## config.mk

```make
export PLATFORM = sky130hd
export DESIGN_NAME = iqp_issue_queue
export DESIGN_NICKNAME = d
export VERILOG_FILES = /design/src/rtl/iqp_pkg.sv /design/src/rtl/iqp_ffs.sv /design/src/rtl/iqp_alloc.sv /design/src/rtl/iqp_entry.sv /design/src/rtl/iqp_issue_queue.sv
export SDC_FILE = /design/constraint.sdc
export NUM_CORES = 1
export LEC_CHECK = 0
export BUFFER_PORTS_ARGS = -buffer_cell sky130_fd_sc_hd__buf_2
export CAP_MARGIN = 20
export CORE_MARGIN = 2
export CORE_UTILIZATION = 40
export DETAILED_ROUTE_END_ITERATION = 6
export RECOVER_POWER = 50
export SKIP_LAST_GASP = 1
export SYNTH_ARGS = -nofsm -noshare
export SYNTH_HDL_FRONTEND = slang
export SYNTH_SLANG_ARGS = --single-unit
```

## constraint.sdc

```tcl
create_clock -name clk -period 12.3 [get_ports clk]
set_input_delay 3.075 -clock clk [delete_from_list [all_inputs] [get_ports clk]]
set_output_delay 3.075 -clock clk [all_outputs]
set_load 0.02 [all_outputs]
```

## src/rtl/iqp_pkg.sv

```systemverilog
package iqp_pkg;

  typedef enum logic [1:0] {
    NEED_NONE = 2'd0,
    NEED_ONE  = 2'd1,
    NEED_TWO  = 2'd2
  } need_e;

  // Number of comparators an instruction needs, from its operand-ready bits.
  function automatic need_e classify(input logic r0, input logic r1);
    if (r0 && r1)      return NEED_NONE;
    else if (r0 || r1) return NEED_ONE;
    else               return NEED_TWO;
  endfunction

endpackage

```

## src/rtl/iqp_ffs.sv

```systemverilog
// Lowest-index request finder.
module iqp_ffs #(
  parameter int W = 4,
  localparam int IW = (W > 1) ? $clog2(W) : 1
) (
  input  logic [W-1:0]  req,
  output logic          found,
  output logic [IW-1:0] idx,
  output logic [W-1:0]  onehot
);
  always_comb begin
    found = 1'b0;
    idx   = '0;
    for (int i = W - 1; i >= 0; i--) begin
      if (req[i]) begin
        found = 1'b1;
        idx   = IW'(i);
      end
    end
  end

  assign onehot = req & (~req + 1'b1);
endmodule

```

## src/rtl/iqp_alloc.sv

```systemverilog
// Slot chooser for dispatch, plus the class-aware full vectors.
module iqp_alloc #(
  parameter int N0 = 4,
  parameter int N1 = 6,
  parameter int N2 = 6,
  parameter int M0 = 2,
  parameter int M1 = 2,
  parameter int M2 = 2,
  localparam int NE = N0 + N1 + N2
) (
  input  logic [NE-1:0]  free,
  input  iqp_pkg::need_e need,
  input  logic           has_imm,
  output logic           found,
  output logic [NE-1:0]  grant,
  output logic [2:0]     full_plain,
  output logic [2:0]     full_imm
);
  function automatic int grp_of(input int i);
    return (i < N0) ? 0 : ((i < N0 + N1) ? 1 : 2);
  endfunction

  function automatic logic cap_of(input int i);
    int g;
    int ofs;
    int lim;
    g   = grp_of(i);
    ofs = (g == 0) ? i : ((g == 1) ? i - N0 : i - N0 - N1);
    lim = (g == 0) ? M0 : ((g == 1) ? M1 : M2);
    return ofs < lim;
  endfunction

  logic [NE-1:0] grp_m [3];
  logic [NE-1:0] cap_m;
  logic [NE-1:0] base;
  logic [NE-1:0] cand  [3];
  logic [NE-1:0] pick;
  logic [2:0]    have;
  logic [2:0]    av_plain;
  logic [2:0]    av_imm;

  always_comb begin
    for (int g = 0; g < 3; g++) grp_m[g] = '0;
    cap_m = '0;
    for (int i = 0; i < NE; i++) begin
      grp_m[grp_of(i)][i] = 1'b1;
      cap_m[i]            = cap_of(i);
    end
  end

  always_comb begin
    base  = free & (has_imm ? cap_m : {NE{1'b1}});
    pick  = '0;
    found = 1'b0;
    for (int g = 0; g < 3; g++) begin
      cand[g]     = base & grp_m[g];
      have[g]     = |cand[g];
      av_plain[g] = |(free & grp_m[g]);
      av_imm[g]   = |(free & grp_m[g] & cap_m);
    end
    // Walk from the richest group down, so the cheapest compatible one wins.
    for (int g = 2; g >= 0; g--) begin
      if (g >= int'(need) && have[g]) begin
        pick  = cand[g];
        found = 1'b1;
      end
    end
  end

  assign grant = pick & (~pick + 1'b1);

  assign full_plain[2] = ~av_plain[2];
  assign full_plain[1] = ~(av_plain[1] | av_plain[2]);
  assign full_plain[0] = ~(|av_plain);
  assign full_imm[2]   = ~av_imm[2];
  assign full_imm[1]   = ~(av_imm[1] | av_imm[2]);
  assign full_imm[0]   = ~(|av_imm);
endmodule

```

## src/rtl/iqp_entry.sv

```systemverilog
// Occupancy and wakeup state of one slot; NCMP picks the comparator count.
module iqp_entry #(
  parameter int NCMP = 2,
  parameter int TW   = 6
) (
  input  logic          clk,
  input  logic          rst_n,
  input  logic          flush,
  input  logic          alloc,
  input  logic          leave,
  input  logic [TW-1:0] tag0,
  input  logic          rdy0,
  input  logic [TW-1:0] tag1,
  input  logic          rdy1,
  input  logic          bc_valid,
  input  logic [TW-1:0] bc_tag,
  output logic          valid,
  output logic          eligible
);
  always_ff @(posedge clk or negedge rst_n) begin
    if (!rst_n)     valid <= 1'b0;
    else if (flush) valid <= 1'b0;
    else if (alloc) valid <= 1'b1;
    else if (leave) valid <= 1'b0;
  end

  generate
    if (NCMP == 0) begin : g_c0
      logic unused_ok;
      assign unused_ok = ^{tag0, rdy0, tag1, rdy1, bc_valid, bc_tag};
      assign eligible  = valid;
    end else if (NCMP == 1) begin : g_c1
      logic [TW-1:0] wt;
      logic          wr;
      always_ff @(posedge clk or negedge rst_n) begin
        if (!rst_n) begin
          wt <= '0;
          wr <= 1'b0;
        end else if (alloc) begin
          wt <= rdy0 ? tag1 : tag0;
          wr <= rdy0 & rdy1;
        end else if (bc_valid && bc_tag == wt) begin
          wr <= 1'b1;
        end
      end
      assign eligible = valid & wr;
    end else begin : g_c2
      logic [TW-1:0] wt0, wt1;
      logic          wr0, wr1;
      always_ff @(posedge clk or negedge rst_n) begin
        if (!rst_n) begin
          wt0 <= '0;
          wt1 <= '0;
          wr0 <= 1'b0;
          wr1 <= 1'b0;
        end else if (alloc) begin
          wt0 <= tag0;
          wt1 <= tag1;
          wr0 <= rdy0;
          wr1 <= rdy1;
        end else if (bc_valid) begin
          if (bc_tag == wt0) wr0 <= 1'b1;
          if (bc_tag == wt1) wr1 <= 1'b1;
        end
      end
      assign eligible = valid & wr0 & wr1;
    end
  endgenerate
endmodule

```

## src/rtl/iqp_issue_queue.sv

```systemverilog
module iqp_issue_queue #(
  parameter int N0   = 4,
  parameter int N1   = 6,
  parameter int N2   = 6,
  parameter int M0   = 2,
  parameter int M1   = 2,
  parameter int M2   = 2,
  parameter int TW   = 6,
  parameter int OPW  = 8,
  parameter int IMMW = 32
) (
  input  logic            clk,
  input  logic            rst_n,
  input  logic            flush,
  input  logic            disp_valid,
  output logic            disp_ready,
  input  logic [OPW-1:0]  disp_op,
  input  logic [TW-1:0]   disp_tag0,
  input  logic            disp_rdy0,
  input  logic [TW-1:0]   disp_tag1,
  input  logic            disp_rdy1,
  input  logic            disp_has_imm,
  input  logic [IMMW-1:0] disp_imm,
  output logic [2:0]      full_plain,
  output logic [2:0]      full_imm,
  input  logic            bc_valid,
  input  logic [TW-1:0]   bc_tag,
  output logic            iss_valid,
  input  logic            iss_ready,
  output logic [OPW-1:0]  iss_op,
  output logic [TW-1:0]   iss_tag0,
  output logic [TW-1:0]   iss_tag1,
  output logic            iss_has_imm,
  output logic [IMMW-1:0] iss_imm
);
  import iqp_pkg::*;

  localparam int NE = N0 + N1 + N2;
  localparam int IW = (NE > 1) ? $clog2(NE) : 1;

  need_e          need;
  logic [NE-1:0]  valid_v, elig_v, grant, alloc_v, leave_v, sel_oh;
  logic           gnt_found, sel_found, disp_fire, iss_fire;
  logic [IW-1:0]  sel_idx;

  logic [OPW-1:0]  op_rd  [NE];
  logic [TW-1:0]   t0_rd  [NE];
  logic [TW-1:0]   t1_rd  [NE];
  logic            hi_rd  [NE];
  logic [IMMW-1:0] imm_rd [NE];

  assign need = classify(disp_rdy0, disp_rdy1);

  iqp_alloc #(.N0(N0), .N1(N1), .N2(N2), .M0(M0), .M1(M1), .M2(M2)) u_alloc (
    .free       (~valid_v),
    .need       (need),
    .has_imm    (disp_has_imm),
    .found      (gnt_found),
    .grant      (grant),
    .full_plain (full_plain),
    .full_imm   (full_imm)
  );

  assign disp_ready = gnt_found & ~flush;
  assign disp_fire  = disp_valid & disp_ready;
  assign alloc_v    = grant & {NE{disp_fire}};

  iqp_ffs #(.W(NE)) u_select (
    .req    (elig_v),
    .found  (sel_found),
    .idx    (sel_idx),
    .onehot (sel_oh)
  );

  assign iss_valid = sel_found & ~flush;
  assign iss_fire  = iss_valid & iss_ready;
  assign leave_v   = sel_oh & {NE{iss_fire}};

  generate
    for (genvar i = 0; i < NE; i++) begin : g_slot
      localparam int GRP = (i < N0) ? 0 : ((i < N0 + N1) ? 1 : 2);
      localparam int OFS = (GRP == 0) ? i : ((GRP == 1) ? i - N0 : i - N0 - N1);
      localparam int LIM = (GRP == 0) ? M0 : ((GRP == 1) ? M1 : M2);

      iqp_entry #(.NCMP(GRP), .TW(TW)) u_ent (
        .clk      (clk),
        .rst_n    (rst_n),
        .flush    (flush),
        .alloc    (alloc_v[i]),
        .leave    (leave_v[i]),
        .tag0     (disp_tag0),
        .rdy0     (disp_rdy0),
        .tag1     (disp_tag1),
        .rdy1     (disp_rdy1),
        .bc_valid (bc_valid),
        .bc_tag   (bc_tag),
        .valid    (valid_v[i]),
        .eligible (elig_v[i])
      );

      // Payload store: fields never compared, written once on entry.
      logic [OPW-1:0] op_r;
      logic [TW-1:0]  t0_r, t1_r;
      logic           hi_r;
      always_ff @(posedge clk) begin
        if (alloc_v[i]) begin
          op_r <= disp_op;
          t0_r <= disp_tag0;
          t1_r <= disp_tag1;
          hi_r <= disp_has_imm;
        end
      end
      assign op_rd[i] = op_r;
      assign t0_rd[i] = t0_r;
      assign t1_rd[i] = t1_r;
      assign hi_rd[i] = hi_r;

      if (OFS < LIM) begin : g_imm
        logic [IMMW-1:0] imm_r;
        always_ff @(posedge clk) begin
          if (alloc_v[i]) imm_r <= disp_imm;
        end
        assign imm_rd[i] = imm_r;
      end else begin : g_noimm
        assign imm_rd[i] = '0;
      end
    end
  endgenerate

  assign iss_op      = op_rd[sel_idx];
  assign iss_tag0    = t0_rd[sel_idx];
  assign iss_tag1    = t1_rd[sel_idx];
  assign iss_has_imm = hi_rd[sel_idx];
  assign iss_imm     = imm_rd[sel_idx];
endmodule

```

==> results_dict.tcl <==
set metrics [dict create \
    tns_ns 0 \
    synth-main-ff-cell "edfxtp_1" \
    relSlewSlack_pct -173 \
    status "finished, violations left" \
    synthCells 1972 \
    crit_buf_inv 2 \
    clk_pin_slew_ns 0.06 \
    start_util_pct 40.5 \
    cts_htree_levels 3 \
    routed_wl_um 69500 \
    hold_buffers 0 \
    fp.dieH_um 265 \
    ys.warnings.count 0 \
    die_x_um 265 \
    cts.sinks 670 \
    critPathRequiredTime_ns 12.05 \
    drc_errors 0 \
    synth_area_sq_um 27200 \
    wl_per_cell_um 23.1 \
    timing.final.crit_share_pct 72.9 \
    cts.repair.resized 0 \
    fin_crit_ns 8.97 \
    hold_ws_ns 0.501 \
    synth_seq_cells 670 \
    topRoutingLayerUsed "met4" \
    drtIter0Drc 1507 \
    pre_cts_slack_ns 4.59 \
    place_congestion 0.827 \
    hold_path_class "reg -> reg" \
    vias 16600 \
    drv_cap 6 \
    synth_edf_count 528 \
    drive_above_1_share_pct 15.3 \
    placed_area_sq_um 28800 \
    tritoncts "yes" \
    synth_area_leaders "edfxtp_1 58%, dfrtp_1 13%, nand2_1 4.6%" \
    fin_nets 2157 \
    rows 95 \
    rsz0062_at_grt "no" \
    wl_met1_um 30500 \
    final_cell_mix "528 x edfxtp_1, 334 x nand2_1, 236 x a21oi_1" \
    numCtsBuffers 72 \
    grtUsageTotal_pct 19.7 \
    final_area_sq_um 31000 \
    cp_top_family "buffers and inverters" \
    critPathLaunchType "input port" \
    antenna_found_initial 0 \
    slowest_stage "clkbuf_1" \
    setup_slack_ns 3.33 \
    worst_pin_slew_ns 4.09 \
    yosysSeqAreaShare_pct 71.3 \
    ant_nets 0 \
    power.leakage_nw 11.7 \
    slew_violations 274 \
    core-area_sq_um 67300 \
    clk_latency_ns 0.62 \
    grt_pass1_vias 16700 \
    final_cells 3015 \
    nFillCells 5941 \
    grt_overflow_total 0 \
    post_cts_buffers 0 \
    ys_async_sr_fraction_pct 21.2 \
    worstPathCellList "clkbuf_1 -> clkbuf_1" \
    critPathMostFrequentCell "clkbuf_1" \
    fmax_mhz 112 \
    grt_first_pass_wirelength_um 104000 \
    worstSetupEndpointType "async pin" \
    root_buffer "clkbuf_16" \
    clock-skew-final_ns 0.0258 \
    area_delta_synth_final_pct 14.0 \
    num_io_pins 128 \
    wl_met3_um 3290 \
    synthDominantCellAreaShare_pct 58.2 \
    violations "max-capacitance violations, max-slew violations" \
    syn-num-nets 2039 \
    power_density_nw_per_um2 164 \
    hpwl_um 37100 \
    drtPass1Iterations 5 \
    clock_path_buffers 3 \
    crit_fanout 78 \
    synth.avg_cell_area_sq_um 13.8 \
    post-place-cells 2888 \
    yosysUniqueCellTypes 57 \
    max_stage_delay_ns 3.04 \
    io_buffers 127 \
    grt_max_degree 95 \
    hold_viol 0 \
    synth_top_cell_by_area "edfxtp_1" \
    wl_met2_um 34100 \
    vias_per_cell 5.51 \
    layout_commonest_cell "edfxtp_1" \
    final-setup-viol-count 0 \
    die_area_sq_um 70200 \
    peakVddDrop_uv 93.0 \
    arrival_ns 8.72 \
    path_class "in -> async" \
]
cell families (layout without fill, tap and decap cells):
kind of cell,after synthesis,count (layout),share of synthesized area [%]
xor gates and xnor gates,108,108,3.47
muxes,140,140,5.48
AOI/OAI and AO/OA,381,381,8.42
and+or+nand+nor,545,545,9.39
DFF,670,670,71.3
buffers and inverters,128,296,1.98
other,0,2,0
per-stage QoR:
step / power [W] / util, %
after detailed placement: 0.00306 / 42.8
after CTS: 0.00514 / 46.2
after global routing: 0.00528 / 46.1
final: 0.00509 / 46.1
after global placement: 0.00305 / 42.8
after floorplan: 0.00288 / -
flip-flops by register name, summed over array words and instances (netlist names):
signal / cells
g_slot.op_r: 128
g_slot.hi_r: 16
g_slot.u_ent.eligible: 4
g_slot.u_ent.valid: 12
g_slot.u_ent.g_c1.wr: 6
g_slot.u_ent.g_c2.wt0: 36
g_slot.u_ent.g_c1.wt: 36
g_slot.g_imm.imm_r: 192
g_slot.u_ent.g_c2.wr0: 6
g_slot.t1_r: 96
g_slot.t0_r: 96
g_slot.u_ent.g_c2.wr1: 6
g_slot.u_ent.g_c2.wt1: 36
cells in the mapped netlist (all sizes together) (3+ instances only):
master    n
a21oi   236
a22o      4
a22oi    64
a31o     23
a32oi     6
and2      6
and3      9
and4     22
buf      52
clkbuf   65
dfrtp   142
edfxtp  528
inv      11
mux2     72
mux2i    68
nand2   337
nand2b    6
nand3    16
nand4    21
nor2     33
nor2b     3
nor3     22
nor4     26
o211ai    3
o21ai    26
o221ai    7
or3      33
or4       3
xnor2    54
xor2     54
path summary, 6_finish.rpt:
kind | end | startpoint | slack, ns | cells after the start
worst max register to register | g_slot[10].g_imm.imm_r[1]$_DFFE_PP_ | g_slot[0].u_ent.eligible$_DFFE_PN0P_ | 7.67 | 6
worst min register to register | g_slot[5].u_ent.g_c1.wt[2]$_DFFE_PN0P_ | g_slot[5].u_ent.g_c1.wt[2]$_DFFE_PN0P_ | 0.50 | 2
min in group asynchronous | g_slot[9].u_ent.g_c1.wt[0]$_DFFE_PN0P_ | rst_n | 3.70 | 1
worst min-delay path | g_slot[5].u_ent.g_c1.wt[2]$_DFFE_PN0P_ | g_slot[5].u_ent.g_c1.wt[2]$_DFFE_PN0P_ | 0.50 | 2
max in group clk | disp_ready | disp_has_imm | 3.96 | 7
worst max-delay path | g_slot[12].u_ent.g_c2.wt1[4]$_DFFE_PN0P_ | rst_n | 3.33 | 2
area by class of cell:
class	count	area (sq um)	area share, %
Multi-Input combinational cell	1174	7390	23.8
Timing Repair Buffer	161	828	2.67
Antenna cell	2	5.00	0.0161
Sequential cell	670	19400	62.5
Inverter	11	41.3	0.133
Clock buffer	88	1860	6.00
Clock inverter	36	417	1.34
Tap cell	873	1090	3.52
per-layer routing:
metal / vias up / GRT usage [%]
met5: - / 0
met2: 478 / 33.6
met4: 0 / 5.48
met3: 119 / 2.92
met1: 8448 / 26.4
li1: 7565 / -
power breakdown:
| part | total [W] | leakage, nW | internal, W | switching, W |
|---|---|---|---|---|
| Clock | 0.00208 | 1.10 | 0.00120 | 0.000888 |
| Combinational | 0.000450 | 3.93 | 0.000151 | 0.000299 |
| Sequential | 0.00256 | 6.66 | 0.00252 | 0.0000432 |
| Total | 0.00509 | 11.7 | 0.00386 | 0.00123 |
Note: power is estimated with default switching activity, not from simulation.
